### src/rtl/owm_pkg.sv
package owm_pkg;
  typedef enum logic [1:0] {
    OP_BUSRST = 2'b00,
    OP_WRITE  = 2'b01,
    OP_READ   = 2'b10,
    OP_NONE   = 2'b11
  } owm_op_e;

  // Ticks during which the master pulls the line low.
  function automatic int unsigned pull_ticks(owm_op_e op, logic wbit,
      int unsigned rst_low, int unsigned w0_low, int unsigned w1_low,
      int unsigned rd_low);
    case (op)
      OP_BUSRST: return rst_low;
      OP_WRITE:  return wbit ? w1_low : w0_low;
      OP_READ:   return rd_low;
      default:   return 0;
    endcase
  endfunction

  // Total ticks from acceptance to completion.
  function automatic int unsigned span_ticks(owm_op_e op,
      int unsigned rst_low, int unsigned rst_listen, int unsigned slot);
    return (op == OP_BUSRST) ? rst_low + rst_listen : slot;
  endfunction

  // Elapsed tick count at which the line is sampled.
  function automatic int unsigned probe_tick(owm_op_e op,
      int unsigned rst_low, int unsigned pres_off, int unsigned rd_smp);
    return (op == OP_BUSRST) ? rst_low + pres_off : rd_smp;
  endfunction
endpackage

### src/rtl/owm_tick_counter.sv
module owm_tick_counter #(
  parameter int CW = 10
) (
  input  logic          clk,
  input  logic          rst_n,
  input  logic          clear,
  input  logic          advance,
  output logic [CW-1:0] count
);
  always_ff @(posedge clk or negedge rst_n) begin
    if (!rst_n)       count <= '0;
    else if (clear)   count <= '0;
    else if (advance) count <= count + 1'b1;
  end
endmodule

### src/rtl/owm_ctrl.sv
module owm_ctrl
  import owm_pkg::*;
#(
  parameter int CW         = 10,
  parameter int RST_LOW    = 480,
  parameter int RST_LISTEN = 480,
  parameter int PRES_OFF   = 70,
  parameter int W0_LOW     = 60,
  parameter int W1_LOW     = 6,
  parameter int RD_LOW     = 6,
  parameter int RD_SMP     = 15,
  parameter int SLOT       = 70
) (
  input  logic          clk,
  input  logic          rst_n,
  input  logic          us_tick,
  input  logic          req_valid,
  input  logic [1:0]    req_op,
  input  logic          req_wbit,
  input  logic [CW-1:0] count,
  output logic          cnt_clear,
  output logic          cnt_adv,
  output logic          busy,
  output logic          done,
  output logic          line_oe,
  output logic          pres_evt,
  output logic          bit_evt
);
  owm_op_e op_q;
  logic    wbit_q;
  logic    accept, end_evt, smp_evt;
  logic [CW-1:0] low_lim, end_pt, smp_pt;

  assign low_lim = CW'(pull_ticks(op_q, wbit_q, RST_LOW, W0_LOW, W1_LOW, RD_LOW));
  assign end_pt  = CW'(span_ticks(op_q, RST_LOW, RST_LISTEN, SLOT) - 1);
  assign smp_pt  = CW'(probe_tick(op_q, RST_LOW, PRES_OFF, RD_SMP));

  assign accept    = req_valid && !busy && (owm_op_e'(req_op) != OP_NONE);
  assign cnt_clear = accept;
  assign cnt_adv   = busy && us_tick;
  assign end_evt   = cnt_adv && (count == end_pt);
  assign smp_evt   = cnt_adv && (count == smp_pt);
  assign pres_evt  = smp_evt && (op_q == OP_BUSRST);
  assign bit_evt   = smp_evt && (op_q == OP_READ);
  assign line_oe   = busy && (count < low_lim);

  always_ff @(posedge clk or negedge rst_n) begin
    if (!rst_n) begin
      busy   <= 1'b0;
      done   <= 1'b0;
      op_q   <= OP_BUSRST;
      wbit_q <= 1'b0;
    end else begin
      done <= 1'b0;
      if (accept) begin
        busy   <= 1'b1;
        op_q   <= owm_op_e'(req_op);
        wbit_q <= req_wbit;
      end else if (end_evt) begin
        busy <= 1'b0;
        done <= 1'b1;
      end
    end
  end
endmodule

### src/rtl/owm_sampler.sv
module owm_sampler (
  input  logic clk,
  input  logic rst_n,
  input  logic line_in,
  input  logic pres_evt,
  input  logic bit_evt,
  output logic presence,
  output logic rd_bit
);
  always_ff @(posedge clk or negedge rst_n) begin
    if (!rst_n) begin
      presence <= 1'b0;
      rd_bit   <= 1'b0;
    end else begin
      if (pres_evt) presence <= ~line_in;
      if (bit_evt)  rd_bit   <= line_in;
    end
  end
endmodule

### src/rtl/owire_slot_master.sv
module owire_slot_master #(
  parameter int RST_LOW    = 480,
  parameter int RST_LISTEN = 480,
  parameter int PRES_OFF   = 70,
  parameter int W0_LOW     = 60,
  parameter int W1_LOW     = 6,
  parameter int RD_LOW     = 6,
  parameter int RD_SMP     = 15,
  parameter int SLOT       = 70
) (
  input  logic       clk,
  input  logic       rst_n,
  input  logic       us_tick,
  input  logic       req_valid,
  input  logic [1:0] req_op,
  input  logic       req_wbit,
  output logic       busy,
  output logic       done,
  output logic       rd_bit,
  output logic       presence,
  output logic       line_oe,
  input  logic       line_in
);
  localparam int LONGEST = (RST_LOW + RST_LISTEN > SLOT) ? RST_LOW + RST_LISTEN : SLOT;
  localparam int CW      = $clog2(LONGEST + 1);

  logic [CW-1:0] count;
  logic          cnt_clear, cnt_adv, pres_evt, bit_evt;

  owm_tick_counter #(.CW(CW)) u_cnt (
    .clk(clk), .rst_n(rst_n), .clear(cnt_clear), .advance(cnt_adv), .count(count)
  );

  owm_ctrl #(
    .CW(CW), .RST_LOW(RST_LOW), .RST_LISTEN(RST_LISTEN), .PRES_OFF(PRES_OFF),
    .W0_LOW(W0_LOW), .W1_LOW(W1_LOW), .RD_LOW(RD_LOW), .RD_SMP(RD_SMP), .SLOT(SLOT)
  ) u_ctrl (
    .clk(clk), .rst_n(rst_n), .us_tick(us_tick), .req_valid(req_valid),
    .req_op(req_op), .req_wbit(req_wbit), .count(count),
    .cnt_clear(cnt_clear), .cnt_adv(cnt_adv), .busy(busy), .done(done),
    .line_oe(line_oe), .pres_evt(pres_evt), .bit_evt(bit_evt)
  );

  owm_sampler u_smp (
    .clk(clk), .rst_n(rst_n), .line_in(line_in), .pres_evt(pres_evt),
    .bit_evt(bit_evt), .presence(presence), .rd_bit(rd_bit)
  );
endmodule

### config.mk
export PLATFORM = sky130hd
export DESIGN_NAME = owire_slot_master
export DESIGN_NICKNAME = d
export VERILOG_FILES = /design/src/rtl/owm_pkg.sv /design/src/rtl/owm_tick_counter.sv /design/src/rtl/owm_ctrl.sv /design/src/rtl/owm_sampler.sv /design/src/rtl/owire_slot_master.sv
export SDC_FILE = /design/constraint.sdc
export NUM_CORES = 1
export LEC_CHECK = 0
export BUFFER_PORTS_ARGS = -buffer_cell sky130_fd_sc_hd__buf_2
export CAP_MARGIN = 25
export CORE_MARGIN = 3
export CORE_UTILIZATION = 35
export CTS_CLUSTER_DIAMETER = 100
export DETAILED_ROUTE_END_ITERATION = 7
export GPL_TIMING_DRIVEN = 0
export HOLD_SLACK_MARGIN = 0.02
export PLACE_DENSITY = 0.52
export SKIP_CTS_REPAIR_TIMING = 1
export SYNTH_ARGS = -nofsm -noshare
export SYNTH_HDL_FRONTEND = slang
export SYNTH_HIERARCHICAL = 1
export SYNTH_SLANG_ARGS = --single-unit
### constraint.sdc
create_clock -name clk -period 2.5 [get_ports clk]
set_input_delay 0.25 -clock clk [delete_from_list [all_inputs] [get_ports clk]]
set_output_delay 0.25 -clock clk [all_outputs]
set_load 0.02 [all_outputs]
==> run_summary.xml <==
<?xml version="1.0" encoding="UTF-8"?>
<metrics>
  <group name="timing">
    <metric name="worst_slew_margin_rel" unit="%">63.4</metric>
    <metric name="fin_setup_tns" unit="ns">0</metric>
    <metric name="finalHoldViolCount" unit="">0</metric>
    <metric name="fmax" unit="MHz">414</metric>
    <metric name="final_critical_path_setup_slack" unit="ns">0.0839</metric>
    <metric name="grt_setup_unrepaired" unit="">true</metric>
    <metric name="endpoints_failing_setup" unit="">0</metric>
    <metric name="worst_slew_pin_slew" unit="ns">0.548</metric>
    <metric name="finClkSkew" unit="ns">0.00626</metric>
    <metric name="finalCritPeriodShare" unit="%">96.6</metric>
    <metric name="timing.final.max_slew_violations" unit="">0</metric>
    <metric name="min_period" unit="ns">2.42</metric>
    <metric name="hold_slack" unit="ns">0.140</metric>
  </group>
  <group name="cts">
    <metric name="cts_tree" unit="">done</metric>
    <metric name="clock_path_buffers" unit="">2</metric>
    <metric name="ctsHtreeMaxLevel" unit="">1</metric>
    <metric name="worstSkewPairLatency" unit="ns">0.30</metric>
    <metric name="clkTransAtPathRegs" unit="ns">0.10</metric>
    <metric name="clock_sinks" unit="">17</metric>
    <metric name="cts_made_buffers" unit="">3</metric>
    <metric name="clock_tree.root_cell" unit="">sky130_fd_sc_hd__clkbuf_4</metric>
  </group>
  <group name="setup_path">
    <metric name="critical_r2r_capture" unit="">u_smp/rd_bit</metric>
    <metric name="worst-path-max-fanout" unit="">5</metric>
    <metric name="critical_setup_path_class" unit="">flip-flop to primary output</metric>
    <metric name="cp.required" unit="ns">2.25</metric>
    <metric name="worst_setup_path_endpoint" unit="">line_oe</metric>
    <metric name="r2r_slack" unit="ns">0.34</metric>
    <metric name="critPathLaunchType" unit="">flip-flop</metric>
    <metric name="endpoint_kind" unit="">primary output</metric>
    <metric name="critPathArrivalTime" unit="ns">2.17</metric>
    <metric name="timing.rr.start" unit="">u_ctrl/op_q[1]</metric>
    <metric name="worstRegToRegCells" unit="">8</metric>
    <metric name="critical_path.startpoint" unit="">u_ctrl/op_q[1]</metric>
  </group>
  <group name="floorplan">
    <metric name="initial_utilization" unit="%">37.1</metric>
    <metric name="core-area" unit="sq um">3100</metric>
    <metric name="top_level_ports" unit="">13</metric>
    <metric name="die_h" unit="um">63.4</metric>
    <metric name="dieArea" unit="sq um">4020</metric>
    <metric name="floorplan.rows" unit="">20</metric>
    <metric name="die_w" unit="um">63.4</metric>
  </group>
  <group name="drt">
    <metric name="drt_pass1_iterations" unit="">4</metric>
    <metric name="postRouteWirelength" unit="um">2630</metric>
    <metric name="routed-via-count" unit="">941</metric>
    <metric name="remaining_design_rule_violation_count" unit="">0</metric>
    <metric name="ant_nets" unit="">0</metric>
    <metric name="wire_per_inst" unit="um">14.3</metric>
    <metric name="initialDrtViolationCount" unit="">21</metric>
    <metric name="viasPerCell" unit="">5.14</metric>
  </group>
  <group name="synth">
    <metric name="synth_common_cells" unit="">sky130_fd_sc_hd__dfrtp_1 (17), sky130_fd_sc_hd__ha_1 (12), sky130_fd_sc_hd__nand2_1 (11)</metric>
    <metric name="synth.area.top_cells" unit="">sky130_fd_sc_hd__dfrtp_1 (37%), sky130_fd_sc_hd__ha_1 (13%), sky130_fd_sc_hd__nand2_1 (3.6%)</metric>
    <metric name="synth_top_area_share" unit="%">36.9</metric>
    <metric name="synth.cell_area" unit="sq um">1150</metric>
    <metric name="synth_enable_flop_cells" unit="">0</metric>
    <metric name="yosysMostFrequentCell" unit="">sky130_fd_sc_hd__dfrtp_1</metric>
    <metric name="ys.warnings.count" unit="">6</metric>
    <metric name="seq_area_frac_synth" unit="%">36.9</metric>
    <metric name="synth-async-reset-ratio" unit="%">100</metric>
    <metric name="postSynthAreaPerCell" unit="sq um">9.93</metric>
    <metric name="netlist_instances" unit="">116</metric>
    <metric name="synth_largest_area_cell" unit="">sky130_fd_sc_hd__dfrtp_1</metric>
    <metric name="yosys_register_bits" unit="">17</metric>
    <metric name="syn-num-nets" unit="">136</metric>
    <metric name="yosysUniqueCellTypes" unit="">36</metric>
    <metric name="ys_dominant_reg_cell" unit="">sky130_fd_sc_hd__dfrtp_1</metric>
  </group>
  <group name="cells_and_area">
    <metric name="fraction_of_final_layout_cells_with_drive_strength_greater_than_1" unit="%">28.8</metric>
    <metric name="area_delta_synth_final" unit="%">21.0</metric>
    <metric name="nets" unit="">160</metric>
    <metric name="final_design_area_no_fill" unit="sq um">1390</metric>
    <metric name="num_antenna_cells" unit="">0</metric>
  </group>
  <group name="place">
    <metric name="place_congestion" unit="">0.750</metric>
    <metric name="buffer_ports.inserted" unit="">12</metric>
    <metric name="dp_hpwl" unit="um">1870</metric>
    <metric name="place_area" unit="sq um">1270</metric>
    <metric name="dp_worst_setup_slack" unit="ns">0.340</metric>
  </group>
  <group name="pwr">
    <metric name="overall_power" unit="mW">1.44</metric>
    <metric name="power_density" unit="nW/um^2">1030</metric>
    <metric name="p_leak" unit="nW">0.586</metric>
    <metric name="ir_drop" unit="mV">0.342</metric>
  </group>
  <group name="run">
    <metric name="max_cap_viol_count" unit="">0</metric>
  </group>
  <group name="grt">
    <metric name="grt.overflow.total" unit="">0</metric>
    <metric name="first_global_vias" unit="">921</metric>
    <metric name="largest_net_degree_at_the_start_of_global_routing" unit="">18</metric>
    <metric name="first_pass_grt_wire_length" unit="um">4410</metric>
    <metric name="antenna_found_initial" unit="">0</metric>
    <metric name="grtUsageTotal" unit="%">14.1</metric>
  </group>
  <group name="status">
    <metric name="result_of_the_run" unit="">completed</metric>
  </group>
  <group name="hold_path">
    <metric name="hold_class" unit="">input port to flip-flop</metric>
  </group>
</metrics>
-- worst min path at each step --
stage / slack, ns / endpoint / depth (start not counted) / from
after floorplan: -0.05 / u_cnt/count[0] / 0 / rst_n
after global placement: 0.20 / u_ctrl/op_q[0] / 1 / rst_n
after detailed placement: 0.21 / u_ctrl/op_q[0] / 1 / rst_n
after CTS: -0.13 / u_ctrl/op_q[0] / 1 / rst_n
after global routing: 0.13 / u_smp/presence / 2 / line_in
final: 0.14 / u_smp/presence / 2 / line_in
-- critical path: stages, from the launching register on --
cell and delay, ns:
sky130_fd_sc_hd__dfrtp_1 0.44, sky130_fd_sc_hd__inv_2 0.10, sky130_fd_sc_hd__ha_4 0.13, sky130_fd_sc_hd__buf_6 0.10
sky130_fd_sc_hd__clkinvlp_4 0.13, sky130_fd_sc_hd__ha_1 0.21, sky130_fd_sc_hd__nor3b_1 0.31, sky130_fd_sc_hd__o211ai_1 0.15
sky130_fd_sc_hd__o21ai_1 0.15, sky130_fd_sc_hd__buf_4 0.15
-- final cells by class --
| class | count | area (sq um) |
|---|---|---|
| Buffer | 3 | 22.5 |
| Clock buffer | 3 | 22.5 |
| Clock inverter | 1 | 5.00 |
| Fill cell | 323 | 1710 |
| Inverter | 6 | 26.3 |
| Multi-Input combinational cell | 90 | 719 |
| Sequential cell | 17 | 425 |
| Tap cell | 44 | 55.1 |
| Timing Repair Buffer | 19 | 118 |
-- layer usage --
layer  routed length [um]  up-vias  GRT usage, %
met5                    0        -             0
met4                   23        0          3.23
met3                  108        2          3.92
met2                 1310       18          22.8
met1                 1180      454          18.5
li1                     -      467             -
-- kinds of logic after synthesis --
logic type / share of synthesized area (%)
and+or+nand+nor: 20.0
AOI/OAI and AO/OA: 14.0
buffers and inverters: 3.91
muxes: 5.97
adders and majority gates: 13.0
DFF: 36.9
xor gates and xnor gates: 6.19
-- sequential cells by signal (all words and copies together) (netlist names) --
| register | count |
|---|---|
| u_ctrl/busy | 1 |
| u_cnt/count | 10 |
| u_ctrl/done | 1 |
| u_ctrl/wbit_q | 1 |
| u_ctrl/op_q | 2 |
| u_smp/rd_bit | 1 |
| u_smp/presence | 1 |
-- cells in the final DEF, fill, tap and decap left out, drive strengths merged, types with 2 or more instances in the layout --
cell	netlist	routed
or4	3	3
o21a	2	2
mux2i	2	2
nor2	10	10
o31ai	3	3
or3	2	2
a21oi	8	8
nand4	4	4
buf	2	20
ha	12	12
nor3	3	3
xor2	3	3
nor4	3	3
a31oi	2	2
mux2	4	4
o21ai	6	6
nand2	11	11
xnor2	3	3
inv	6	5
clkbuf	1	4
dfrtp	17	17
-- where the power goes --
part / switching (mW) / internal (mW)
clock network: 0.0911 / 0.0596
registers: 0.169 / 0.353
logic: 0.379 / 0.387
-- stage by stage --
stage,utilization [%],instances
6_report,44.9,183
3_5_place_dp,40.8,172
2_1_floorplan,-,116
3_3_place_gp,40.8,172
5_1_grt,44.9,183
4_1_cts,41.7,176
Power figures use the tool's default switching activity.
